--- src/rtl/hirq_pkg.sv ---
package hirq_pkg;
    localparam int STAT_W = 16;
    localparam int ADDR_W = 2;
    // implemented status positions: 1..8 and 11..14
    localparam logic [STAT_W-1:0] SRC_MASK = 16'h79FE;

    typedef enum logic [ADDR_W-1:0] {
        A_STAT  = 2'd0,
        A_BASE  = 2'd1,
        A_CNT   = 2'd2,
        A_TFLAG = 2'd3
    } reg_addr_e;
endpackage

--- src/rtl/hirq_status.sv ---
module hirq_status
    import hirq_pkg::*;
(
    input  logic              clk,
    input  logic              rst_n,
    input  logic [STAT_W-1:0] ev_i,
    input  logic [STAT_W-1:0] clr_i,
    output logic [STAT_W-1:0] stat_o
);
    typedef struct packed {
        logic [STAT_W-1:0] stat;
    } st_t;

    st_t st_d, st_q;

    always_comb begin
        st_d = st_q;
        // clear first, then set: an event in the same cycle wins
        st_d.stat = (st_q.stat & ~clr_i) | (ev_i & SRC_MASK);
        st_d.stat = st_d.stat & SRC_MASK;
    end

    always_ff @(posedge clk or negedge rst_n) begin
        if (!rst_n) st_q <= '0;
        else        st_q <= st_d;
    end

    assign stat_o = st_q.stat;
endmodule

--- src/rtl/hirq_timer.sv ---
module hirq_timer #(
    parameter int CNT_W = 16
) (
    input  logic             clk,
    input  logic             rst_n,
    input  logic             base_wr_i,
    input  logic [CNT_W-1:0] base_i,
    input  logic             flag_clr_i,
    output logic [CNT_W-1:0] base_o,
    output logic [CNT_W-1:0] cnt_o,
    output logic             flag_o
);
    localparam logic [CNT_W-1:0] ONE = CNT_W'(1);

    typedef struct packed {
        logic [CNT_W-1:0] base;
        logic [CNT_W-1:0] cnt;
        logic             flag;
    } tm_t;

    tm_t tm_d, tm_q;
    logic expire;

    always_comb begin
        tm_d   = tm_q;
        expire = 1'b0;
        if (base_wr_i) begin
            tm_d.base = base_i;
            tm_d.cnt  = base_i;
        end else if (tm_q.base != '0) begin
            if (tm_q.cnt == ONE) begin
                expire   = 1'b1;
                tm_d.cnt = tm_q.base;
            end else begin
                tm_d.cnt = tm_q.cnt - ONE;
            end
        end
        if (flag_clr_i) tm_d.flag = 1'b0;
        if (expire)     tm_d.flag = 1'b1;
    end

    always_ff @(posedge clk or negedge rst_n) begin
        if (!rst_n) tm_q <= '0;
        else        tm_q <= tm_d;
    end

    assign base_o = tm_q.base;
    assign cnt_o  = tm_q.cnt;
    assign flag_o = tm_q.flag;
endmodule

--- src/rtl/hirq_pin.sv ---
module hirq_pin
    import hirq_pkg::*;
(
    input  logic              clk,
    input  logic              rst_n,
    input  logic [STAT_W-1:0] stat_i,
    input  logic [STAT_W-1:0] en_i,
    input  logic              tflag_i,
    input  logic              ten_i,
    output logic              irq_n_o
);
    typedef struct packed {
        logic irq_n;
    } pin_t;

    pin_t pin_d, pin_q;

    always_comb begin
        pin_d       = pin_q;
        pin_d.irq_n = ~((|(stat_i & en_i)) | (tflag_i & ten_i));
    end

    always_ff @(posedge clk or negedge rst_n) begin
        if (!rst_n) pin_q <= '{irq_n: 1'b1};
        else        pin_q <= pin_d;
    end

    assign irq_n_o = pin_q.irq_n;
endmodule

--- src/rtl/hirq_aggr.sv ---
module hirq_aggr
    import hirq_pkg::*;
(
    input  logic              clk,
    input  logic              rst_n,
    input  logic [STAT_W-1:0] ev_i,
    input  logic [STAT_W-1:0] en_i,
    input  logic              tmr_en_i,
    input  logic              wr_i,
    input  logic [ADDR_W-1:0] addr_i,
    input  logic [STAT_W-1:0] wdata_i,
    output logic [STAT_W-1:0] rdata_o,
    output logic              irq_n_o
);
    logic [STAT_W-1:0] stat_q;
    logic [STAT_W-1:0] base_q;
    logic [STAT_W-1:0] cnt_q;
    logic              tflag_q;
    logic [STAT_W-1:0] stat_clr;
    logic              base_wr;
    logic              tflag_clr;

    always_comb begin
        stat_clr  = (wr_i && addr_i == A_STAT) ? wdata_i : '0;
        base_wr   = wr_i && addr_i == A_BASE;
        tflag_clr = wr_i && addr_i == A_TFLAG && wdata_i[0];
    end

    hirq_status u_status (
        .clk    (clk),
        .rst_n  (rst_n),
        .ev_i   (ev_i),
        .clr_i  (stat_clr),
        .stat_o (stat_q)
    );

    hirq_timer #(.CNT_W(STAT_W)) u_timer (
        .clk        (clk),
        .rst_n      (rst_n),
        .base_wr_i  (base_wr),
        .base_i     (wdata_i),
        .flag_clr_i (tflag_clr),
        .base_o     (base_q),
        .cnt_o      (cnt_q),
        .flag_o     (tflag_q)
    );

    hirq_pin u_pin (
        .clk     (clk),
        .rst_n   (rst_n),
        .stat_i  (stat_q),
        .en_i    (en_i),
        .tflag_i (tflag_q),
        .ten_i   (tmr_en_i),
        .irq_n_o (irq_n_o)
    );

    always_comb begin
        unique case (addr_i)
            A_STAT:  rdata_o = stat_q;
            A_BASE:  rdata_o = base_q;
            A_CNT:   rdata_o = cnt_q;
            default: rdata_o = {{(STAT_W-1){1'b0}}, tflag_q};
        endcase
    end
endmodule

--- config.mk ---
export PLATFORM = sky130hd
export DESIGN_NAME = hirq_aggr
export DESIGN_NICKNAME = d
export VERILOG_FILES = /design/src/rtl/hirq_pkg.sv /design/src/rtl/hirq_status.sv /design/src/rtl/hirq_timer.sv /design/src/rtl/hirq_pin.sv /design/src/rtl/hirq_aggr.sv
export SDC_FILE = /design/constraint.sdc
export NUM_CORES = 1
export LEC_CHECK = 0
export ABC_CLOCK_PERIOD_IN_PS = 2700
export BUFFER_PORTS_ARGS = -buffer_cell sky130_fd_sc_hd__clkbuf_2
export CORE_ASPECT_RATIO = 1.2
export CORE_MARGIN = 5
export CORE_UTILIZATION = 45
export CTS_CLUSTER_SIZE = 16
export DETAILED_ROUTE_END_ITERATION = 10
export PLACE_DENSITY = 0.68
export SKIP_CTS_REPAIR_TIMING = 1
export SYNTH_ARGS = -nofsm -noshare
export SYNTH_HDL_FRONTEND = slang
export SYNTH_SLANG_ARGS = --single-unit
--- constraint.sdc ---
create_clock -name clk -period 2.7 [get_ports clk]
set_input_delay 0.54 -clock clk [delete_from_list [all_inputs] [get_ports clk]]
set_output_delay 0.54 -clock clk [all_outputs]
set_load 0.01 [all_outputs]
# Word-level counts from Yosys, hierarchy flattened
# Cells that the tools add are included.
# Widths: inputs -> output; s select.
[op_classes] n_reduce_logical=9 mux=10 add_sub_neg=1 eq_ne=4 bitwise=7
[op_table] op="$mux 16" n=3
[op_table] op="$pmux 16 s3" n=1
[op_table] op="$and 15x16->16" n=1
[op_table] op="$eq 16x1->1 const B" n=1
[op_table] op="$reduce_bool 16->1" n=1
[op_table] op="$reduce_or 16->1" n=1
[op_table] op="$sub 16x1->16 const B" n=1
[op_table] op="$and 15x15->15" n=1
[op_table] op="$mux 15" n=1
[op_table] op="$not 15->15" n=1
[op_table] op="$or 15x15->15" n=1
[op_table] op="$mux 1" n=5
[op_table] op="$eq 2x2->1 const B" n=2
[op_table] op="$logic_and 1x1->1" n=4
[op_table] op="$reduce_bool 2->1" n=2
[op_table] op="$eq 2x1->1 const B" n=1
[op_table] op="$logic_not 2->1" n=1
[op_table] op="$and 1x1->1" n=1
[op_table] op="$not 1->1" n=1
[op_table] op="$or 1x1->1" n=1
[word_totals] output_inout_bits=17 register_bits=46 elab_cells=36 inputBits=54

# Longest topological paths before layout
# Gate-level depths: netlist of the first run.
[depth] depth_word=6 mapped_depth=8 mapped_depth_nobuf=7

# Modules after synthesis
# A second synthesis of the first run with hierarchy kept.
[hier_totals] hier_cells=311 area_unflattened_um2=2951.6
[modules_own_cells] mod="hirq_timer" cells_each=198 seq_area_each_um2=825.8 area_each_um2=1863.0 instances=1
[modules_own_cells] mod="hirq_aggr" cells_each=60 seq_area_each_um2=0.0 area_each_um2=506.7 instances=1
[modules_own_cells] mod="hirq_status" cells_each=41 seq_area_each_um2=300.3 area_each_um2=469.2 instances=1
[modules_own_cells] mod="hirq_pin" cells_each=12 seq_area_each_um2=26.3 area_each_um2=112.6 instances=1

# Least setup slack after synthesis of the first run
# OpenSTA, ideal clock, no wires.
[synth_path] path_kind="in2out" start="input addr_i[1]" end="output rdata_o[11]" t_arrival_ns=1.728 path_buffers=2 cell_stages=4 path_slack_ns=0.432 t_required_ns=2.160 path_cell_list="clkbuf_1 clkbuf_1 mux2i_1 o21ai_0"
[synth_via] elab_chain_cells=2 word_cells_on_any_way=4 cone_classes="eq/ne: 2; mux: 1; reduce/logical: 1"
[synth_lines] item="start, declared" line_no="hirq_aggr.sv:10" rtl="input logic [ADDR_W-1:0] addr_i,"
[synth_lines] item="$eq 2x2->1, or another cell as far along" line_no="hirq_aggr.sv:59" rtl="unique case (addr_i)"
[synth_lines] item="$pmux 16 s3 (*)" line_no="hirq_aggr.sv:59"
[synth_lines] item="end, declared" line_no="hirq_aggr.sv:12" rtl="output logic [STAT_W-1:0] rdata_o,"
# Every way passes the cells marked *; elsewhere a longest branch is shown, timed or not.

# Final worst setup path of the first run
[layout_path] start="register u_timer.tm_q, in the netlist u_timer.cnt_o[0]" end="register u_timer.tm_q, in the netlist u_timer.cnt_o[0]"
[layout_via] elab_chain_cells=4 word_cells_on_any_way=5 cone_classes="add/sub: 1; eq/ne: 1; mux: 3"
[layout_lines] item="start, declared" line_no="hirq_timer.sv:21" rtl="tm_t tm_d, tm_q;"
[layout_lines] item="start signal, assigned" line_no="hirq_timer.sv:44" rtl="else tm_q <= tm_d;"
[layout_lines] item="$sub 16x1->16 / $eq 16x1->1 (equally long branches)" line_no="hirq_timer.sv:35, hirq_timer.sv:31"
[layout_lines] item="$mux 16 (*)" line_no="hirq_timer.sv:31" rtl="if (tm_q.cnt == ONE) begin"
[layout_lines] item="$mux 16 (*)" line_no="hirq_timer.sv:30" rtl="end else if (tm_q.base != '0) begin"
[layout_lines] item="$mux 16 (*)" line_no="hirq_timer.sv:27" rtl="if (base_wr_i) begin"
# Every way passes the cells marked *; elsewhere a longest branch is shown, timed or not. The select of a mux whose other input is x is not followed.
# A chain may end at the register's enable or synchronous reset.

==> results of run 1 <==
-- state kept, by name, summed over array words and instances, names as in the netlist --
name and count:
u_pin.irq_n_o 1, u_status.stat_o 12, u_timer.base_o 16, u_timer.cnt_o 16, u_timer.flag_o 1
-- cell usage after synthesis (2+ instances only) --
cell type	n	share of area [%]
a21o_1	13	3.5
a21oi_1	14	2.5
a22o_1	4	1.3
a22oi_1	13	3.5
buf_6	4	1.6
clkbuf_1	15	2.0
dfrtp_1	45	41
ha_1	2	0.91
inv_1	3	0.41
mux2i_1	14	5.1
nand2_1	83	11
nand2b_1	2	0.45
nand3_1	5	0.91
nor2_1	17	2.3
nor2b_1	2	0.45
nor3_1	6	1.1
nor4_1	7	1.6
nor4_4	2	1.5
o211ai_1	5	1.4
o21ai_0	22	4.0
o221ai_1	4	1.3
or2_2	2	0.45
or3_1	2	0.45
or3_2	3	0.82
or4_4	2	0.82
xnor2_1	4	1.3
xor2_1	3	0.95
-- final cells by class --
| cell class | count | area [sq um] |
|---|---|---|
| fillers | 591 | 2686 |
| multi-input cells | 250 | 1489 |
| flip-flops and latches | 46 | 1152 |
| repair buffers | 76 | 427.9 |
| well taps | 82 | 102.6 |
| clock buffers | 6 | 82.58 |
| clock inverters | 2 | 60.06 |
| inverters | 3 | 11.26 |
-- path summary, 6_finish.rpt --
path / end / slack (ns)
max: u_timer.cnt_o[0] / 0.49
min: u_status.stat_o[8] / 0.36
max reg2reg: u_timer.cnt_o[0] / 0.49
min reg2reg: u_status.stat_o[4] / 0.52
max in group asynchronous: u_timer.base_o[3] / 1.67
min in group clk: u_status.stat_o[6] / 0.41
-- layout by cell type (no fill, tap or decap), drive strengths merged, types with 6 or more instances in the layout --
master   n
a22oi   13
nor2    17
a21o    13
nand2   84
dfrtp   45
clkbuf  68
buf     14
nand3    6
o21ai   22
a21oi   15
nor3     6
mux2i   14
nor4     9
-- metrics by stage --
| stage | cells | power, W | area [sq um] | setup WS (ns) | util, % |
|---|---|---|---|---|---|
| final | 465 | 0.002242 | 3326 | 0.4938 | 55.32 |
| after global routing | 465 | 0.002372 | 3326 | 0.3752 | 55.32 |
| after CTS | 465 | 0.002245 | 3326 | 0.4953 | 55.32 |
| after detailed placement | 457 | 0.001614 | 3183 | 0.5132 | 52.94 |
| after global placement | 457 | 0.001594 | 3183 | 0.5157 | 52.94 |
| after floorplan | 318 | 0.001380 | 2754 | 0.4319 | - |
-- worst max-delay path, stage by stage, from the launching register on --
cell,delay (ns)
dfrtp_1,0.47
ha_1,0.20
or4b_1,0.51
or4_4,0.60
o211ai_1,0.19
a31oi_1,0.10
-- cell families after synthesis --
family | after synthesis | share of synthesized area (%)
buf+inv | 22 | 4.089
fa+ha+maj | 2 | 0.9085
mux | 15 | 5.497
simple gates | 142 | 24.90
xor+xnor | 7 | 2.226
compound gates | 84 | 20.54
flops | 46 | 41.84
-- routing by layer --
| metal | up-vias | routed length, um |
|---|---|---|
| met1 | 1271 | 3314 |
| met2 | 102 | 3975 |
| li1 | 1267 | - |
| met5 | - | 0 |
| met3 | 10 | 610 |
| met4 | 0 | 125 |
-- where the power goes --
part	switching (W)	total, W	internal (W)
registers	0.000187	0.000996	0.000809
clock network	0.000242	0.000637	0.000395
logic	0.000323	0.000609	0.000286
==> summary.md, run 1 <==
| Metric | Value |
|---|---|
| Status | completed |
| GR Layer Usage met1 | between 20% and 30% |
| Final nets | 438 |
| FMAX | ~450 MHz |
| Grt ovf | 0 |
| R2r startpoint | u_timer.cnt_o[0] |
| Met3 Use GR | 3.933% |
| Top Usage Layer GRT | met2 |
| Distinct cells, synth | 47 |
| CP Data Required Time | about 2.9 ns |
| Lkg Pwr | 1.540 nW |
| H-tree levels | 2 |
| Post-synth ARST share | 100.0% |
| RSZ-0062 raised after global routing | no |
| Starting Density | between 40% and 50% |
| Routed Antenna Nets | 0 |
| Max-cap violation count | 0 |
| Mapped Cells | between 300 and 400 |
| Mapped Nets | roughly 370 |
| Seq/Total Area, Yosys | around two fifths |
| WL final | approximately 8000 um |
| Hold Slack | roughly 0.36 ns |
| CP Capture Type | register |
| Worst VDD drop | around 330 uV |
| Post-synth EDFFs | 0 |
| Arrival time of the worst setup path | 2.38 ns |
| Mapped cell area | around 2800 sq um |
| DR vias/cell | about 5.7 |
| Minimum clock period | roughly 2.2 ns |
| First DRT Iteration DRCs | around 170 |
| Total Routing Usage GR | approximately 22% |
| Pins Over Slew Limit | 0 |
| Pin count of the biggest net entering global routing | 37 |
| Tcrit/Tclk final | a little over 80% |
| Crit Path Category | register to register |
| Syn-to-layout area delta | 20.76% |
| Root buffer cell | clkbuf_8 |
| Antenna cells | 0 |
| Mean post-synth cell area | about 8.7 sq um |
| Drt pass-1 iters | 4 |
| Wirelength per Cell | 17.26 um |
| CTS Buf Count | 5 |
| Pwr dens | 674.0 nW/um^2 |
| Relative slew slack | between 30% and 40% |
| Vias | approximately 2,700 |
| Initial antenna violation count | 0 |
| Startpoint type of the worst setup path | register |
| Critical Path Start | u_timer.cnt_o[0] |
| Die Wd | roughly 81 um |
| # setup viols final | 0 |
| Die Area | slightly below 8000 sq um |
| Clock Tree Buf Depth | 2 |
| Num ports | 71 |
| Buffers added on ports | 62 |
| DP Wirelength | approximately 6000 um |
| Routability cong. | approximately 0.90 |
| Worst-Margin Slew | around 0.9 ns |
| Met2 Resource Use GR | a little under two fifths |
| CP max FO | 9 |
| Flops & latches, synth | 46 |
| Standard-cell rows | 31 |
| Clock Latency Late Sink | 0.30 ns |
| Post-route DRC | 0 |
| Vias in the first global route | ~2,600 |
| First-pass GRT wire length | 13,220 um |
| Core area | about 6000 sq um |
| Clk slew on worst S/H paths | approximately 0.09 ns |
| Final-report hold violation count | 0 |
| Hold crit path type | input port to async pin |
| Clk_skew | 0.002675 ns |
| Synth warn | 0 |
| Clk sink count | 46 |
| Setup_tns | 0 ns |
| TritonCTS clock tree | built |
| Die height | about 96 um |
| Register-to-Register Path Depth | 5 |
| Synth Flop Type | dfrtp_1 |
| Share of cells above drive strength 1 | a little over a quarter |
(Power assumes the default switching activity.)
==> inputs of run 2 (changes only) <==
Settings changed: ABC_CLOCK_PERIOD_IN_PS 2700 to 2220.
Clock period 2.7 ns to 2.22 ns, I/O delays scaled along.
==> run 2 against run 1 <==
Compared with the run above: die area did not move; largest cell class unchanged; via count up 2.5%; final cell count rose by 2.8%.
==> summary.md, run 2 (synthesized netlist as in run 1, its figures left out) <==
| Metric | Value |
|---|---|
| Vias | 2,715 (+2.5%) |
| Critical Path Start | u_timer.cnt_o[1] |
| Vias in the first global route | 2,784 (+5.3%) |
| Routability cong. | 0.9130 (+0.97%) |
| Die Wd | 81.41 um (unchanged) |
| CP Capture Type | register |
| Final nets | 451 (+3.0%) |
| R2r startpoint | u_timer.cnt_o[1] |
| Pwr dens | 761.8 nW/um^2 (+13%) |
| Arrival time of the worst setup path | 2.36 ns (-0.02 ns) |
| Pre-CTS WS | 0.06854 ns (-0.4446 ns) |
| First DRT Iteration DRCs | 209 (+20%) |
| Pins Over Slew Limit | 0 (unchanged) |
| Finished Layout Cells | 478 (+2.8%) |
| Max-cap violation count | 0 (unchanged) |
| Clk_skew | 0.009270 ns (+0.006595 ns) |
| Routed Antenna Nets | 0 (unchanged) |
| Die Area | 7791 sq um (unchanged) |
| Relative slew slack | 60.81% (+23 points) |
| Lkg Pwr | 1.584 nW (+2.9%) |
| Share of cells above drive strength 1 | 30.05% (+3.7 points) |
| Clock Tree Buf Depth | 2 (unchanged) |
| Pin count of the biggest net entering global routing | 47 (+27%) |
| TritonCTS clock tree | built |
| Crit Path Category | register to register |
| Commonest non-fill, non-tap cell in the layout | nand2_1 |
| Root buffer cell | clkbuf_8 |
| # setup viols final | 0 (unchanged) |
| Tcrit/Tclk final | 96.20% (+14 points) |
| Status | completed |
| Startpoint type of the worst setup path | register |
| H-tree levels | 2 (unchanged) |
| Hold crit path type | input port to async pin |
| Inst Count DP | 467 (+2.2%) |
| Buffers added on ports | 62 (unchanged) |
| Die height | 95.70 um (unchanged) |
| Grt ovf | 0 (unchanged) |
| Total Routing Usage GR | 23.30% (+1.1 points) |
| FMAX | 468.2 MHz (+3.3%) |
| DP Wirelength | 6226 um (+3.3%) |
| Clk slew on worst S/H paths | 0.09 ns (about the same) |
| Final-report hold violation count | 0 (unchanged) |
| WL final | 8319 um (+3.7%) |
| Wirelength per Cell | 17.40 um (+0.83%) |
| Most frequent cells in the layout | nand2_1, clkbuf_2, dfrtp_1 |
| Worst VDD drop | 347.1 uV (+3.8%) |
| Setup WS post-layout | 0.08430 ns (-0.4095 ns) |
| Starting Density | 45.81% (unchanged) |
| Antenna cells | 0 (unchanged) |
| Post-route DRC | 0 (unchanged) |
| First-pass GRT wire length | 13,880 um (+5.0%) |
| CTS Buf Count | 5 (unchanged) |
| Standard-cell rows | 31 (unchanged) |
| Initial antenna violation count | 0 (unchanged) |
| Drt pass-1 iters | 4 (unchanged) |
| Num ports | 71 (unchanged) |
| Minimum clock period | 2.136 ns (-0.07050 ns) |
| Clock Latency Late Sink | 0.30 ns (about the same) |
| Clk sink count | 46 (unchanged) |
| Core area | 6012 sq um (unchanged) |
| CP Data Required Time | 2.45 ns (-0.42 ns) |
| CP max FO | 4 (-5) |
| Syn-to-layout area delta | 22.99% |
| DR vias/cell | 5.680 (-0.33%) |
| Worst-Margin Slew | 0.5878 ns (-0.3392 ns) |
run 2: metrics by stage:
step | instance area (sq um) | TNS [ns] | hold slack, ns | power [W] | util [%]
6_report | 3387 | 0 | 0.2316 | 0.002580 | 56.34
5_1_grt | 3387 | -0.02287 | 0.2890 | 0.002747 | 56.34
4_1_cts | 3349 | 0 | 0.2414 | 0.002576 | 55.71
3_5_place_dp | 3258 | 0 | 0.4976 | 0.002037 | 54.19
3_3_place_gp | 3258 | 0 | 0.4923 | 0.002012 | 54.19
2_1_floorplan | 2754 | 0 | 0.1484 | 0.001678 | -
run 2: path summary, 6_finish.rpt:
path                                       endpoint  slack, ns  cells past startpoint
worst max-delay path              u_timer.cnt_o[14]       0.08                      8
worst min-delay path            u_status.stat_o[11]       0.23                      2
worst max register to register    u_timer.cnt_o[14]       0.08                      8
worst min register to register   u_status.stat_o[1]       0.52                      1
max in group asynchronous         u_timer.cnt_o[12]       1.60                      2
min in group clk                 u_status.stat_o[4]       0.31                      2
run 2: worst max-delay path: stages, from the launching register on:
cell and delay [ns]:
dfrtp_1 0.40, inv_2 0.07, ha_2 0.17, or4b_4 0.48, nor4_4 0.37, buf_4 0.17
a211oi_1 0.03, a31o_2 0.24, o21ai_2 0.12
run 2: final cells by class:
cell class,count,area (sq um)
Clock inverter,1,5.005
Fill cell,559,2625
Timing Repair Buffer,89,525.5
Sequential cell,46,1152
Inverter,3,11.26
Multi-Input combinational cell,250,1504
Tap cell,82,102.6
Clock buffer,7,86.33
run 2: report_power, final:
group / internal (W) / switching (W) / total [W]
logic: 0.000417 / 0.000487 / 0.000904
clock network: 0.000252 / 0.000287 / 0.000538
registers: 0.000985 / 0.000153 / 0.00114
run 2: layer usage:
layer  track usage (%)  vias to the layer above  part of all wire [%]
met5                 0                        -                     0
met4             9.718                        0                   2.7
met3             3.839                       23                   7.8
met2             37.70                      112                    49
met1             30.75                     1289                    40
li1                  -                     1291                     -
==> inputs of run 3 (changes only) <==
==> constraint.sdc (replaced) <==
create_clock -name clk -period 2.22 [get_ports clk]
set_input_delay 0.444 -clock clk [delete_from_list [all_inputs] [get_ports clk]]
set_output_delay 0.444 -clock clk [all_outputs]
set_load 0.005 [all_outputs]
==> run 3 against run 2 <==
Compared with the run above: hold slack worse by 0.0024 ns; via count up 1.5%; sequential share of layout area down 0.19 points; design area up 0.66%; maximum frequency up 0.48%; critical path type unchanged; critical endpoint is now u_timer.cnt_o[0].
==> summary.md, run 3 (synthesized netlist as in run 1, its figures left out) <==
| Metric | Value |
|---|---|
| Clk sink count | 46 (unchanged) |
| Worst R2R Setup Slack | 0.09 ns (about the same) |
| Num ports | 71 (unchanged) |
| Initial antenna violation count | 0 (unchanged) |
| Buffers added on ports | 62 (unchanged) |
| Worst VDD drop | 493.0 uV (+42%) |
| Post-route DRC | 0 (unchanged) |
| Syn-to-layout area delta | 23.81% |
| Routability cong. | 0.9187 (+0.62%) |
| Pin count of the biggest net entering global routing | 47 (unchanged) |
| Drt pass-1 iters | 6 (+2) |
| TritonCTS clock tree | built |
| Grt ovf | 0 (unchanged) |
| Standard-cell rows | 31 (unchanged) |
| Setup_tns | 0 ns (unchanged) |
| Final-report hold violation count | 0 (unchanged) |
| Die Wd | 81.41 um (unchanged) |
| Relative slew slack | 59.56% (-1.3 points) |
| Finished layout cell area | 3410 sq um (+0.66%) |
| CP Data Required Time | 2.39 ns (-0.06 ns) |
| Vias in the first global route | 2,834 (+1.8%) |
| # setup viols final | 0 (unchanged) |
| CP max FO | 5 (+1) |
| Lkg Pwr | 1.583 nW (-0.10%) |
| Hold crit path type | input port to async pin |
| Pwr dens | 782.0 nW/um^2 (+2.7%) |
| WL final | 8592 um (+3.3%) |
| Most frequent cells in the layout | nand2_1, clkbuf_2, dfrtp_1 |
| Wirelength per Cell | 18.01 um (+3.5%) |
| Fillers | 546 (-2.3%) |
| CTS Buf Count | 5 (unchanged) |
| Clk slew on worst S/H paths | 0.09 ns (about the same) |
| Arrival time of the worst setup path | 2.30 ns (-0.06 ns) |
| Status | completed |
| H-tree levels | 2 (unchanged) |
| Register area | 1154 sq um (+0.11%) |
| Share of cells above drive strength 1 | 30.13% (+0.076 points) |
| Pins Over Slew Limit | 0 (unchanged) |
| CP Capture Type | register |
| Clk_skew | 0.006316 ns (-0.002954 ns) |
| RSZ-0062 raised after global routing | no |
| Register-to-Register Path Depth | 6 (-2) |
| Final nets | 450 (-0.22%) |
| Worst R2R End | u_timer.cnt_o[0] |
| Tcrit/Tclk final | 95.75% (-0.46 points) |
| Total Routing Usage GR | 23.85% (+0.55 points) |
| FMAX | 470.5 MHz (+0.48%) |
| Starting Density | 45.81% (unchanged) |
| First-pass GRT wire length | 14,260 um (+2.7%) |
| Core area | 6012 sq um (unchanged) |
| R2r startpoint | u_timer.cnt_o[1] |
| Clock Tree Buf Depth | 2 (unchanged) |
| Commonest non-fill, non-tap cell in the layout | nand2_1 |
| Max-cap violation count | 0 (unchanged) |
| DP Wirelength | 6310 um (+1.4%) |
| Crit Path Category | register to register |
| Area of the multi-input gates | 1521 sq um (+1.2%) |
| Minimum clock period | 2.126 ns (-0.01012 ns) |
| Worst-Margin Slew | 0.6066 ns (+0.01878 ns) |
| Die Area | 7791 sq um (unchanged) |
| Startpoint type of the worst setup path | register |
| Die height | 95.70 um (unchanged) |
| Antenna cells | 0 (unchanged) |
| DR vias/cell | 5.780 (+1.8%) |
| Clock Latency Late Sink | 0.30 ns (about the same) |
| Placed cell area | 3266 sq um (+0.23%) |
| Vias | 2,757 (+1.5%) |
| Root buffer cell | clkbuf_8 |
| Routed Antenna Nets | 0 (unchanged) |
| First DRT Iteration DRCs | 200 (-4.3%) |
## run 3: through the flow
step	setup slack (ns)	hold WS (ns)	total power, W	instances	utilization, %
after floorplan	0.07559	0.1484	0.001660	318	-
after global placement	0.08396	0.4928	0.002009	468	54.32
after detailed placement	0.04433	0.5069	0.002039	468	54.32
after CTS	0.02240	0.2501	0.002644	476	56.15
after global routing	0.003484	0.2691	0.002837	477	56.71
final	0.09442	0.2292	0.002666	477	56.71
## run 3: per-layer routing
| layer | share of wire [%] | vias up | GRT usage [%] |
|---|---|---|---|
| met1 | 41 | 1321 | 31.15 |
| met4 | 2.0 | 0 | 10.14 |
| met2 | 50 | 125 | 38.99 |
| met5 | 0 | - | 0 |
| met3 | 6.7 | 17 | 3.745 |
| li1 | - | 1294 | - |
## run 3: power breakdown
| part | internal (W) | switching (W) | leakage (nW) | total, W |
|---|---|---|---|---|
| sequential | 0.000986 | 0.000150 | 0.519 | 0.00114 |
| combinational | 0.000432 | 0.000492 | 1.01 | 0.000924 |
| clock | 0.000315 | 0.000292 | 0.0575 | 0.000607 |
## run 3: how the worst max path moves through the flow
| stage | from | to | slack [ns] |
|---|---|---|---|
| 2_1_floorplan | u_timer.cnt_o[3] | u_timer.cnt_o[0] | 0.08 |
| 3_3_place_gp | u_timer.cnt_o[1] | u_timer.cnt_o[0] | 0.08 |
| 3_5_place_dp | u_timer.cnt_o[1] | u_timer.cnt_o[0] | 0.04 |
| 4_1_cts | u_timer.cnt_o[0] | u_timer.cnt_o[0] | 0.02 |
| 5_1_grt | u_timer.cnt_o[0] | u_timer.cnt_o[14] | 0.003 |
| 6_report | u_timer.cnt_o[1] | u_timer.cnt_o[0] | 0.09 |
## run 3: final cells by class
| class | count | area share, % |
|---|---|---|
| multi-input combinational | 251 | 44.62 |
| sequential | 46 | 33.83 |
| timing repair buffer | 87 | 14.97 |
| clock buffer | 8 | 3.229 |
| tap | 82 | 3.009 |
| inverter | 3 | 0.3303 |
## run 3: critical path: stages, from the launching register on
cell and delay (ns):
dfrtp_1 0.40, inv_2 0.08, ha_4 0.13, or4b_4 0.50, or4_4 0.60, o211ai_1 0.18, a31oi_1 0.11
